===== src/rtl/qspi_pkg.sv =====
package qspi_pkg;
  typedef enum logic [2:0] {
    ST_IDLE,
    ST_LOAD,
    ST_LOW,
    ST_HIGH,
    ST_TRAIL,
    ST_GAP
  } qspi_state_e;
endpackage


===== src/rtl/qspi_baud.sv =====
module qspi_baud #(
  parameter int DIV_W = 8
) (
  input  logic             clk,
  input  logic             rst_n,
  input  logic             en,
  input  logic [DIV_W-1:0] div,
  output logic             tick
);
  logic [DIV_W-1:0] cnt;
  logic [DIV_W-1:0] eff;

  assign eff  = (div == '0) ? DIV_W'(1) : div;
  assign tick = en && (cnt == eff - DIV_W'(1));

  always_ff @(posedge clk or negedge rst_n) begin
    if (!rst_n)          cnt <= '0;
    else if (!en || tick) cnt <= '0;
    else                 cnt <= cnt + DIV_W'(1);
  end

  // the half-period counter never runs past its limit
  a_r4_cnt_in_range: assert property (@(posedge clk) disable iff (!rst_n)
    en |-> (cnt < eff));
endmodule


===== src/rtl/qspi_qram.sv =====
module qspi_qram #(
  parameter int DATA_W = 8,
  parameter int DEPTH  = 16,
  parameter int NCS    = 4,
  localparam int PTR_W = $clog2(DEPTH)
) (
  input  logic              clk,
  input  logic              ld_we,
  input  logic [PTR_W-1:0]  ld_addr,
  input  logic [DATA_W-1:0] ld_tx,
  input  logic [NCS-1:0]    ld_cs,
  input  logic              ld_hold,
  input  logic [PTR_W-1:0]  q_addr,
  output logic [DATA_W-1:0] q_tx,
  output logic [NCS-1:0]    q_cs,
  output logic              q_hold,
  input  logic              rx_we,
  input  logic [DATA_W-1:0] rx_word,
  input  logic [PTR_W-1:0]  rd_addr,
  output logic [DATA_W-1:0] rd_data
);
  logic [DATA_W-1:0] tx_mem [DEPTH];
  logic [NCS-1:0]    cs_mem [DEPTH];
  logic              hold_mem [DEPTH];
  logic [DATA_W-1:0] rx_mem [DEPTH];

  always_ff @(posedge clk) begin
    if (ld_we) begin
      tx_mem[ld_addr]   <= ld_tx;
      cs_mem[ld_addr]   <= ld_cs;
      hold_mem[ld_addr] <= ld_hold;
    end
    if (rx_we) rx_mem[q_addr] <= rx_word;
  end

  assign q_tx    = tx_mem[q_addr];
  assign q_cs    = cs_mem[q_addr];
  assign q_hold  = hold_mem[q_addr];
  assign rd_data = rx_mem[rd_addr];
endmodule


===== src/rtl/queued_spi_master.sv =====
module queued_spi_master
  import qspi_pkg::*;
#(
  parameter int DATA_W = 8,
  parameter int DEPTH  = 16,
  parameter int NCS    = 4,
  parameter int DIV_W  = 8,
  localparam int PTR_W = $clog2(DEPTH),
  localparam int BIT_W = $clog2(DATA_W)
) (
  input  logic              clk,
  input  logic              rst_n,
  input  logic              ld_valid,
  output logic              ld_ready,
  input  logic [PTR_W-1:0]  ld_addr,
  input  logic [DATA_W-1:0] ld_tx,
  input  logic [NCS-1:0]    ld_cs,
  input  logic              ld_hold,
  input  logic              start,
  input  logic [PTR_W-1:0]  start_ptr,
  input  logic [PTR_W-1:0]  end_ptr,
  input  logic [DIV_W-1:0]  div,
  output logic              busy,
  output logic              done,
  output logic              irq,
  input  logic [PTR_W-1:0]  rd_addr,
  output logic [DATA_W-1:0] rd_data,
  output logic              sck,
  output logic              mosi,
  input  logic              miso,
  output logic [NCS-1:0]    cs_n
);
  localparam logic [BIT_W-1:0] LAST_BIT = BIT_W'(DATA_W - 1);
  localparam logic [PTR_W-1:0] LAST_PTR = PTR_W'(DEPTH - 1);

  qspi_state_e       state;
  logic [PTR_W-1:0]  ptr, end_q;
  logic [DATA_W-1:0] sh_tx, sh_rx;
  logic [BIT_W-1:0]  bitcnt;
  logic [NCS-1:0]    cs_q;
  logic              hold_q, cs_act, sck_q, done_q, irq_q;
  logic              tick, baud_en, rx_we;
  logic [DATA_W-1:0] q_tx;
  logic [NCS-1:0]    q_cs;
  logic              q_hold;

  assign busy     = (state != ST_IDLE);
  assign ld_ready = !busy;
  assign baud_en  = (state != ST_IDLE) && (state != ST_LOAD);
  assign rx_we    = (state == ST_TRAIL) && tick;

  qspi_baud #(.DIV_W(DIV_W)) baud_i (
    .clk(clk), .rst_n(rst_n), .en(baud_en), .div(div), .tick(tick)
  );

  qspi_qram #(.DATA_W(DATA_W), .DEPTH(DEPTH), .NCS(NCS)) qram_i (
    .clk(clk),
    .ld_we(ld_valid && ld_ready), .ld_addr(ld_addr), .ld_tx(ld_tx),
    .ld_cs(ld_cs), .ld_hold(ld_hold),
    .q_addr(ptr), .q_tx(q_tx), .q_cs(q_cs), .q_hold(q_hold),
    .rx_we(rx_we), .rx_word(sh_rx),
    .rd_addr(rd_addr), .rd_data(rd_data)
  );

  always_ff @(posedge clk or negedge rst_n) begin
    if (!rst_n) begin
      state  <= ST_IDLE;
      ptr    <= '0;
      end_q  <= '0;
      sh_tx  <= '0;
      sh_rx  <= '0;
      bitcnt <= '0;
      cs_q   <= '0;
      hold_q <= 1'b0;
      cs_act <= 1'b0;
      sck_q  <= 1'b0;
      done_q <= 1'b0;
      irq_q  <= 1'b0;
    end else begin
      irq_q <= 1'b0;
      unique case (state)
        ST_IDLE: if (start) begin
          ptr    <= start_ptr;
          end_q  <= end_ptr;
          done_q <= 1'b0;
          state  <= ST_LOAD;
        end
        ST_LOAD: begin
          sh_tx  <= q_tx;
          cs_q   <= q_cs;
          hold_q <= q_hold;
          cs_act <= 1'b1;
          bitcnt <= '0;
          state  <= ST_LOW;
        end
        ST_LOW: if (tick) begin
          sh_rx <= {sh_rx[DATA_W-2:0], miso};
          sck_q <= 1'b1;
          state <= ST_HIGH;
        end
        ST_HIGH: if (tick) begin
          sck_q <= 1'b0;
          if (bitcnt == LAST_BIT) begin
            state <= ST_TRAIL;
          end else begin
            bitcnt <= bitcnt + BIT_W'(1);
            sh_tx  <= {sh_tx[DATA_W-2:0], 1'b0};
            state  <= ST_LOW;
          end
        end
        ST_TRAIL: if (tick) begin
          if (ptr == end_q) begin
            cs_act <= 1'b0;
            done_q <= 1'b1;
            irq_q  <= 1'b1;
            state  <= ST_IDLE;
          end else begin
            ptr <= (ptr == LAST_PTR) ? '0 : ptr + PTR_W'(1);
            if (hold_q) begin
              state <= ST_LOAD;
            end else begin
              cs_act <= 1'b0;
              state  <= ST_GAP;
            end
          end
        end
        ST_GAP: if (tick) state <= ST_LOAD;
        default: state <= ST_IDLE;
      endcase
    end
  end

  assign sck  = sck_q;
  assign mosi = ((state == ST_LOW) || (state == ST_HIGH)) ? sh_tx[DATA_W-1] : 1'b0;
  assign cs_n = cs_act ? ~cs_q : '1;
  assign done = done_q;
  assign irq  = irq_q;

  // serial clock rests low whenever no run is active
  a_r3_sck_idle_low: assert property (@(posedge clk) disable iff (!rst_n)
    !busy |-> !sck);
  // SCK only changes on a half-period boundary
  a_r4_sck_on_tick: assert property (@(posedge clk) disable iff (!rst_n)
    (sck_q != $past(sck_q)) |-> $past(tick));
  // chip select is active while SCK is high
  a_r5_cs_during_clock: assert property (@(posedge clk) disable iff (!rst_n)
    sck_q |-> cs_act);
  // finishing the last slot leaves chip select released
  a_r6_release_at_end: assert property (@(posedge clk) disable iff (!rst_n)
    $rose(done_q) |-> (cs_n == '1));
  // completion interrupt is a single-cycle pulse
  a_r8_irq_single: assert property (@(posedge clk) disable iff (!rst_n)
    irq_q |=> !irq_q);
  // interrupt only with the done flag raised
  a_r8_irq_with_done: assert property (@(posedge clk) disable iff (!rst_n)
    irq_q |-> done_q);
  // busy ends exactly as done rises
  a_r9_busy_done: assert property (@(posedge clk) disable iff (!rst_n)
    $rose(done_q) |-> ($past(busy) && !busy));
endmodule


===== config.mk =====
export PLATFORM = sky130hd
export DESIGN_NAME = queued_spi_master
export DESIGN_NICKNAME = d
export VERILOG_FILES = /design/src/rtl/qspi_pkg.sv /design/src/rtl/qspi_baud.sv /design/src/rtl/qspi_qram.sv /design/src/rtl/queued_spi_master.sv
export SDC_FILE = /design/constraint.sdc
export NUM_CORES = 1
export LEC_CHECK = 0
export BUFFER_PORTS_ARGS = -buffer_cell sky130_fd_sc_hd__buf_2
export CAP_MARGIN = 0
export CORE_UTILIZATION = 55
export CTS_CLUSTER_DIAMETER = 150
export DETAILED_ROUTE_END_ITERATION = 8
export HOLD_SLACK_MARGIN = 0.08
export PLACE_DENSITY = 0.72
export RECOVER_POWER = 50
export SYNTH_ARGS = -nofsm -noshare
export SYNTH_HDL_FRONTEND = slang
export SYNTH_SLANG_ARGS = --single-unit

===== constraint.sdc =====
create_clock -name clk -period 3.1 [get_ports clk]
set_input_delay 0.31 -clock clk [delete_from_list [all_inputs] [get_ports clk]]
set_output_delay 0.31 -clock clk [all_outputs]
set_load 0.1 [all_outputs]

## Yosys cells after proc, flatten, opt, wreduce, memory -nomap -nowiden

Memory sizes are Yosys's and may differ from the RTL's. A register that Yosys moved wholly into a read port is not among the register bits.
Index checks and enable logic that the tools add are counted.

- Register bits: 42
- Memory bits (writable): 336
- Input bits: 42
- Output and inout port bits: 18
- Logic and storage cells: 106
- Memories kept: 4

Memory list:

| memory | depth | bits a word | rd ports | clocked after Yosys merged registers in | wr ports | RTL line | source |
|---|---|---|---|---|---|---|---|
| qram_i.rx_mem | 16 | 8 | 1 | 0 | 1 | qspi_qram.sv:25 | `logic [DATA_W-1:0] rx_mem [DEPTH];` |
| qram_i.tx_mem | 16 | 8 | 1 | 0 | 1 | qspi_qram.sv:22 | `logic [DATA_W-1:0] tx_mem [DEPTH];` |
| qram_i.cs_mem | 16 | 4 | 1 | 1 | 1 | qspi_qram.sv:23 | `logic [NCS-1:0] cs_mem [DEPTH];` |
| qram_i.hold_mem | 16 | 1 | 1 | 1 | 1 | qspi_qram.sv:24 | `logic hold_mem [DEPTH];` |

- $add $sub $neg: 4
- Equal/unequal tests: 19
- Mux-type cells: 42
- Bitwise operators: 1
- Reduce and logical (&&, ||, !) cells: 25

Operators with widths:

| operator | number |
|---|---|
| $mux 8 | 4 |
| $mux 3 | 10 |
| $mux 4 | 5 |
| $pmux 3 s6 | 1 |
| $mux 1 | 16 |
| $pmux 8 s2 | 1 |
| $ne 2x1->1 const B | 5 |
| $eq 3x3->1 const B | 3 |
| $reduce_and 3->1 | 3 |
| $add 8x1->8 const B | 1 |
| $eq 8x8->1 | 1 |
| $logic_not 8->1 | 1 |
| $pmux 4 s2 | 1 |
| $reduce_and 4->1 | 2 |
| $reduce_bool 2->1 | 4 |
| $sub 8x1->8 const B | 1 |
| $eq 3x2->1 const B | 2 |
| $ne 2x2->1 const B | 3 |
| $pmux 1 s2 | 3 |
| $pmux 3 s2 | 1 |
| $reduce_and 5->1 | 1 |
| $add 4x1->4 const B | 1 |
| $eq 4x4->1 | 1 |
| $eq 4x4->1 const B | 1 |
| other kinds (11) | 19 |

## Depth between registers and ports, before layout

- Word-level depth: 8
- Gate-level depth with buffers: 13
- Mapped depth without buffers: 12

## Cells and area by module

From an unflattened synthesis, not the netlist that was laid out.

- Cell total of the unflattened synthesis: 828
- Area, all modules: 15,494.9 µm²

Modules (own cells, without submodules):

| module | times used | cells an instance | area each (µm²) | seq. area each (µm²) |
|---|---|---|---|---|
| qspi_qram | 1 | 565 | 12,804.8 | 10,089.7 |
| queued_spi_master | 1 | 163 | 1,910.6 | 975.9 |
| qspi_baud | 1 | 100 | 779.5 | 200.2 |

## Worst setup path before layout

No wires, ideal clock.

- Path type: flip-flop to flip-flop
- Start point: register state[0]
- End point: memory qram_i.cs_mem[0][0], enable pin
- Setup time: 0.399 ns
- Data arrival time: 4.475 ns
- Required time: 2.701 ns
- Setup slack: -1.775 ns
- Cell stages (with the launch flop): 6
- Path buffers: 1
- Cells stage by stage: dfrtp_1 > clkbuf_1 > nor3_1 > nand2_1 > or3_1 > nor3_1

- Word-level cells in the longest chain between the ends: 5

Ends and longest elaborated chain:

| item | RTL line | source |
|---|---|---|
| start, declared | queued_spi_master.sv:36 | `qspi_state_e state;` |
| start signal, assigned | queued_spi_master.sv:67 | `state <= ST_IDLE;` |
| start signal, assigned | queued_spi_master.sv:86 | `state <= ST_LOAD;` |
| start signal, assigned | queued_spi_master.sv:94 | `state <= ST_LOW;` |
| $reduce_bool 3->1 | queued_spi_master.sv:47 | `assign busy = (state != ST_IDLE);` |
| $logic_not 1->1 | queued_spi_master.sv:48 | `assign ld_ready = !busy;` |
| via ld_ready | queued_spi_master.sv:14 | `output logic ld_ready,` |
| $logic_and 1x1->1 | queued_spi_master.sv:58 | `.ld_we(ld_valid && ld_ready), .ld_addr(ld_addr), .ld_tx(ld_tx),` |
| $mux 1 | qspi_qram.sv:28 | `if (ld_we) begin` |
| $mux 1 (not written as such) | qspi_qram.sv:30 | `cs_mem[ld_addr] <= ld_cs;` |
| end, declared | qspi_qram.sv:23 |  |

The timed path passes the listed nets, and every way through them passes these cells.

## Final worst setup path

- Start point: input port div[5]
- End point: register sh_tx[4]

- Word-level cells in the longest chain between the ends: 7

Ends and longest elaborated chain:

| item | RTL line | source |
|---|---|---|
| start, declared | queued_spi_master.sv:22 | `input logic [DIV_W-1:0] div,` |
| $logic_not 8->1 | qspi_baud.sv:13 | `assign eff = (div == '0) ? DIV_W'(1) : div;` |
| $mux 8 * | qspi_baud.sv:13 |  |
| $sub 8x1->8 * | qspi_baud.sv:14 | `assign tick = en && (cnt == eff - DIV_W'(1));` |
| $eq 8x8->1 * | qspi_baud.sv:14 |  |
| $logic_and 1x1->1 * | qspi_baud.sv:14 |  |
| $ne 2x1->1 (no line) * | -- |  |
| $reduce_and 3->1 (no line) * | -- |  |
| end signal, assigned | queued_spi_master.sv:89 | `sh_tx <= q_tx;` |
| end signal, assigned | queued_spi_master.sv:107 | `sh_tx <= {sh_tx[DATA_W-2:0], 1'b0};` |
| end, declared | queued_spi_master.sv:38 | `logic [DATA_W-1:0] sh_tx, sh_rx;` |

Every way passes the cells marked *; elsewhere a longest branch is shown, timed or not.
A chain may end at the register's enable or synchronous reset.

==> results by group <==
Status
  • Status: finished clean

Setup path
  • CP Cell Sequence: buf_2 > or3_4 > or4_4 > nor2_1 > nor2_1 > ha_1 > xor2_1 > o21ai_1 > a211oi_2 > o211ai_1 > nor4_2 > buf_4 > buf_4 > mux2i_1 > a21oi_1
  • Critical-path top delay cell: or4_4
  • CP Max Fanout: 8
  • FF-to-FF Start: state[1]
  • Critical Path RT: 3490 ps
  • Crit-path max cell delay: 430 ps
  • Crit Reg-Reg Endpoint: qram_i.tx_mem[10][4]
  • Critical setup path kind: input pin to flip-flop
  • Arr. time, crit path: 3300 ps
  • CP endpoint: sh_tx[4]
  • Setup slack, reg-to-reg: 220 ps
  • Worst Setup SP: div[5]
  • Reg2Reg Depth: 7
  • Nature of the critical path endpoint: flip-flop
  • Critical Path Source Type: input pin

Logic synthesis
  • Largest area contributor in the netlist: edfxtp_1
  • Synth top area share: 65.1%
  • Syn Nets: 831
  • Count leader, synth: edfxtp_1
  • Post-synth EDFFs: 336
  • Synth cell count leaders: edfxtp_1 (336), mux4_2 (105), dfrtp_1 (47)
  • Ys async rst share: 12.3%
  • Post-synthesis cell type count: 51
  • Mapped cell area: 15500 µm²
  • Seq cells post-synth: 383
  • Ranking of synthesized cells by area: edfxtp_1 (65%), mux4_2 (15%), dfrtp_1 (7.6%), nor2_1 (0.85%), and3_1 (0.81%)
  • Post-synthesis cell count: 781
  • Seq/Total Area, Yosys: 72.6%
  • Avg Cell Area, Syn: 19.9 µm²
  • Ys Warns: 0
  • Main flop type after synthesis: edfxtp_1

Global routing
  • Remaining Overflow, GRT: 0
  • Vias in the first global route: 8201
  • Largest net degree at the start of global routing: 48
  • Initial antenna violation count: 0
  • Gr usage total: 22.9%
  • First-pass GRT wire length: 48300 µm

Clock tree
  • Post-CTS Setup Bufs: 0
  • CTS tree: built
  • CTS Buffer Depth: 3
  • Clk sinks: 383
  • Clk pin slew, worst setup/hold paths: 60 ps
  • Root Driver: clkbuf_16
  • Clock Latency Late Sink: 520 ps
  • Total CTS buffers: 39
  • H-tree depth: 2

Floorplanning
  • Starting Density: 55.8%
  • Core area: 27800 µm²
  • IO Count: 60
  • # rows: 61
  • Die span in y: 170 µm
  • Die width: 170 µm
  • Die area: 28900 µm²

Route
  • WL met1: 12700 µm
  • Routed met3 length: 1780 µm
  • Top Layer Used: met4
  • Post-route ant nets: 0
  • Starting DRT DRC Count: 792
  • WL met2: 16200 µm
  • # DRC: 0
  • Detailed Routing Iterations Pass 1: 5
  • Routed WL: 31400 µm
  • Routed length per placed instance: 24.0 µm
  • Vias after detailed routing: 7804
  • Detail-routed via count per cell: 5.95

Timing
  • FMAX: 343 MHz
  • Max-slew violations: 0
  • Count of final hold-check violations: 0
  • Crit path time final: 2910 ps
  • Relative slew slack: 21.1%
  • Worst slew pin tran: 1190 ps
  • Final setup viols: 0
  • RSZ-0062 raised after global routing: no
  • Period utilisation layout: 94.0%
  • Clk_skew: 19.0 ps

Pwr
  • Final Power: 12.5 mW
  • Worst VDD drop: 0.000524 V
  • Leak: 6.10 nW
  • Power per cell area: 695 nW/µm²

Final layout
  • Fin area: 18000 µm²
  • Final net count: 954
  • Layout area overhead: 16.4%
  • Ant diodes: 0
  • Sequential cell area: 11300 µm²
  • Area of the multi-input gates: 4120 µm²
  • Layout cell share with drive strength beyond 1: 31.8%
  • Filler Cells Inserted: 1881

Placed design
  • Area after DPL: 16700 µm²
  • Post-detail-place hpwl: 20300 µm
  • Port Buf Inserts: 59
  • Routability cong.: 0.836

Worst hold path
  • Hold crit path type: input pin to flip-flop
  • HP Start: start_ptr[1]

Job
  • Maxcap violations: 0
-- registers in the layout, summed over array words and instances (netlist names), 4 cells and up --
| signal | cells |
|---|---|
| baud_i.cnt | 8 |
| ptr | 4 |
| sh_rx | 8 |
| sh_tx | 8 |
| end_q | 4 |
| qram_i.rx_mem | 128 |
| qram_i.hold_mem | 16 |
| cs_q | 4 |
| qram_i.cs_mem | 64 |
| qram_i.tx_mem | 128 |
-- how the worst min path moves through the flow --
stage	slack (ps)	end	depth (start not counted)
3_3_place_gp	460	cs_q[2]	2
2_1_floorplan	10	baud_i.cnt[0]	0
5_1_grt	180	ptr[0]	3
6_report	180	ptr[1]	3
3_5_place_dp	460	cs_q[2]	2
4_1_cts	140	qram_i.cs_mem[11][1]	1
-- what timing repair did --
| action | CTS | global route |
|---|---|---|
| endpoints found under the hold margin | 52 | 0 |
| hold buffers | 6 | 0 |
| setup endpoints to repair | 0 | 4 |
| gates resized for setup | 0 | 1 |
-- cell type report --
| type | instances | share of cell area, % |
|---|---|---|
| multi-input cells | 349 | 22.8 |
| flip-flops and latches | 383 | 62.4 |
| repair buffers | 121 | 4.64 |
| well taps | 378 | 2.62 |
| clock inverters | 28 | 1.66 |
| clock buffers | 42 | 5.59 |
| inverters | 10 | 0.208 |
-- metrics by stage --
step                      utilization [%]  TNS (ps)  instances  setup WS [ps]  hold slack [ps]
after floorplan                         -     -3070        781           -154             14.4
after global placement               60.2    -35270       1235           -304              460
after detailed placement             60.2    -37850       1235           -353              464
after CTS                            65.1         0       1311            112              140
after global routing                 65.0         0       1311           36.2              176
final                                65.0         0       1311            187              176
-- metal layers --
metal,track usage (%),up-vias
met3,3.93,50
met1,30.0,4071
met2,39.5,255
met5,0,-
li1,-,3428
met4,6.89,0
-- where the power goes --
group | switching, mW | leakage [nW] | internal [mW] | total [mW]
Clock | 1.86 | 0.634 | 2.86 | 4.71
Combinational | 0.999 | 1.87 | 0.851 | 1.85
Sequential | 0.241 | 3.60 | 5.74 | 5.99
Total | 3.10 | 6.10 | 9.45 | 12.5
-- kinds of logic (layout without fill, tap and decap cells) --
logic type	after synthesis	in the layout	synth area share, %
compound gates	54	54	2.37
buf+inv	49	201	1.33
simple gates	136	136	4.59
fa+ha+maj	8	8	0.645
mux	134	134	17.5
flops	383	383	72.6
xor+xnor	17	17	0.960
-- worst max-delay path: cells and delay by family --
kind                     cells  cell delay [ps]
adder cells (fa/ha/maj)      1              280
XOR/XNOR                     1              150
multiplexers                 1              280
buffers and inverters        3              460
AND/OR/NAND/NOR              5             1210
AO/OA/AOI/OAI                4              620
-- layout by cell type (no fill, tap or decap), types with 22 or more instances in the layout --
cell	Yosys	final
edfxtp_1	336	336
mux4_2	105	105
buf_4	2	49
dfrtp_1	47	45
clkbuf_16	0	40
buf_2	0	38
nor2_1	35	35
nand2_1	31	30
clkbuf_1	23	22
Power figures use the tool's default switching activity.
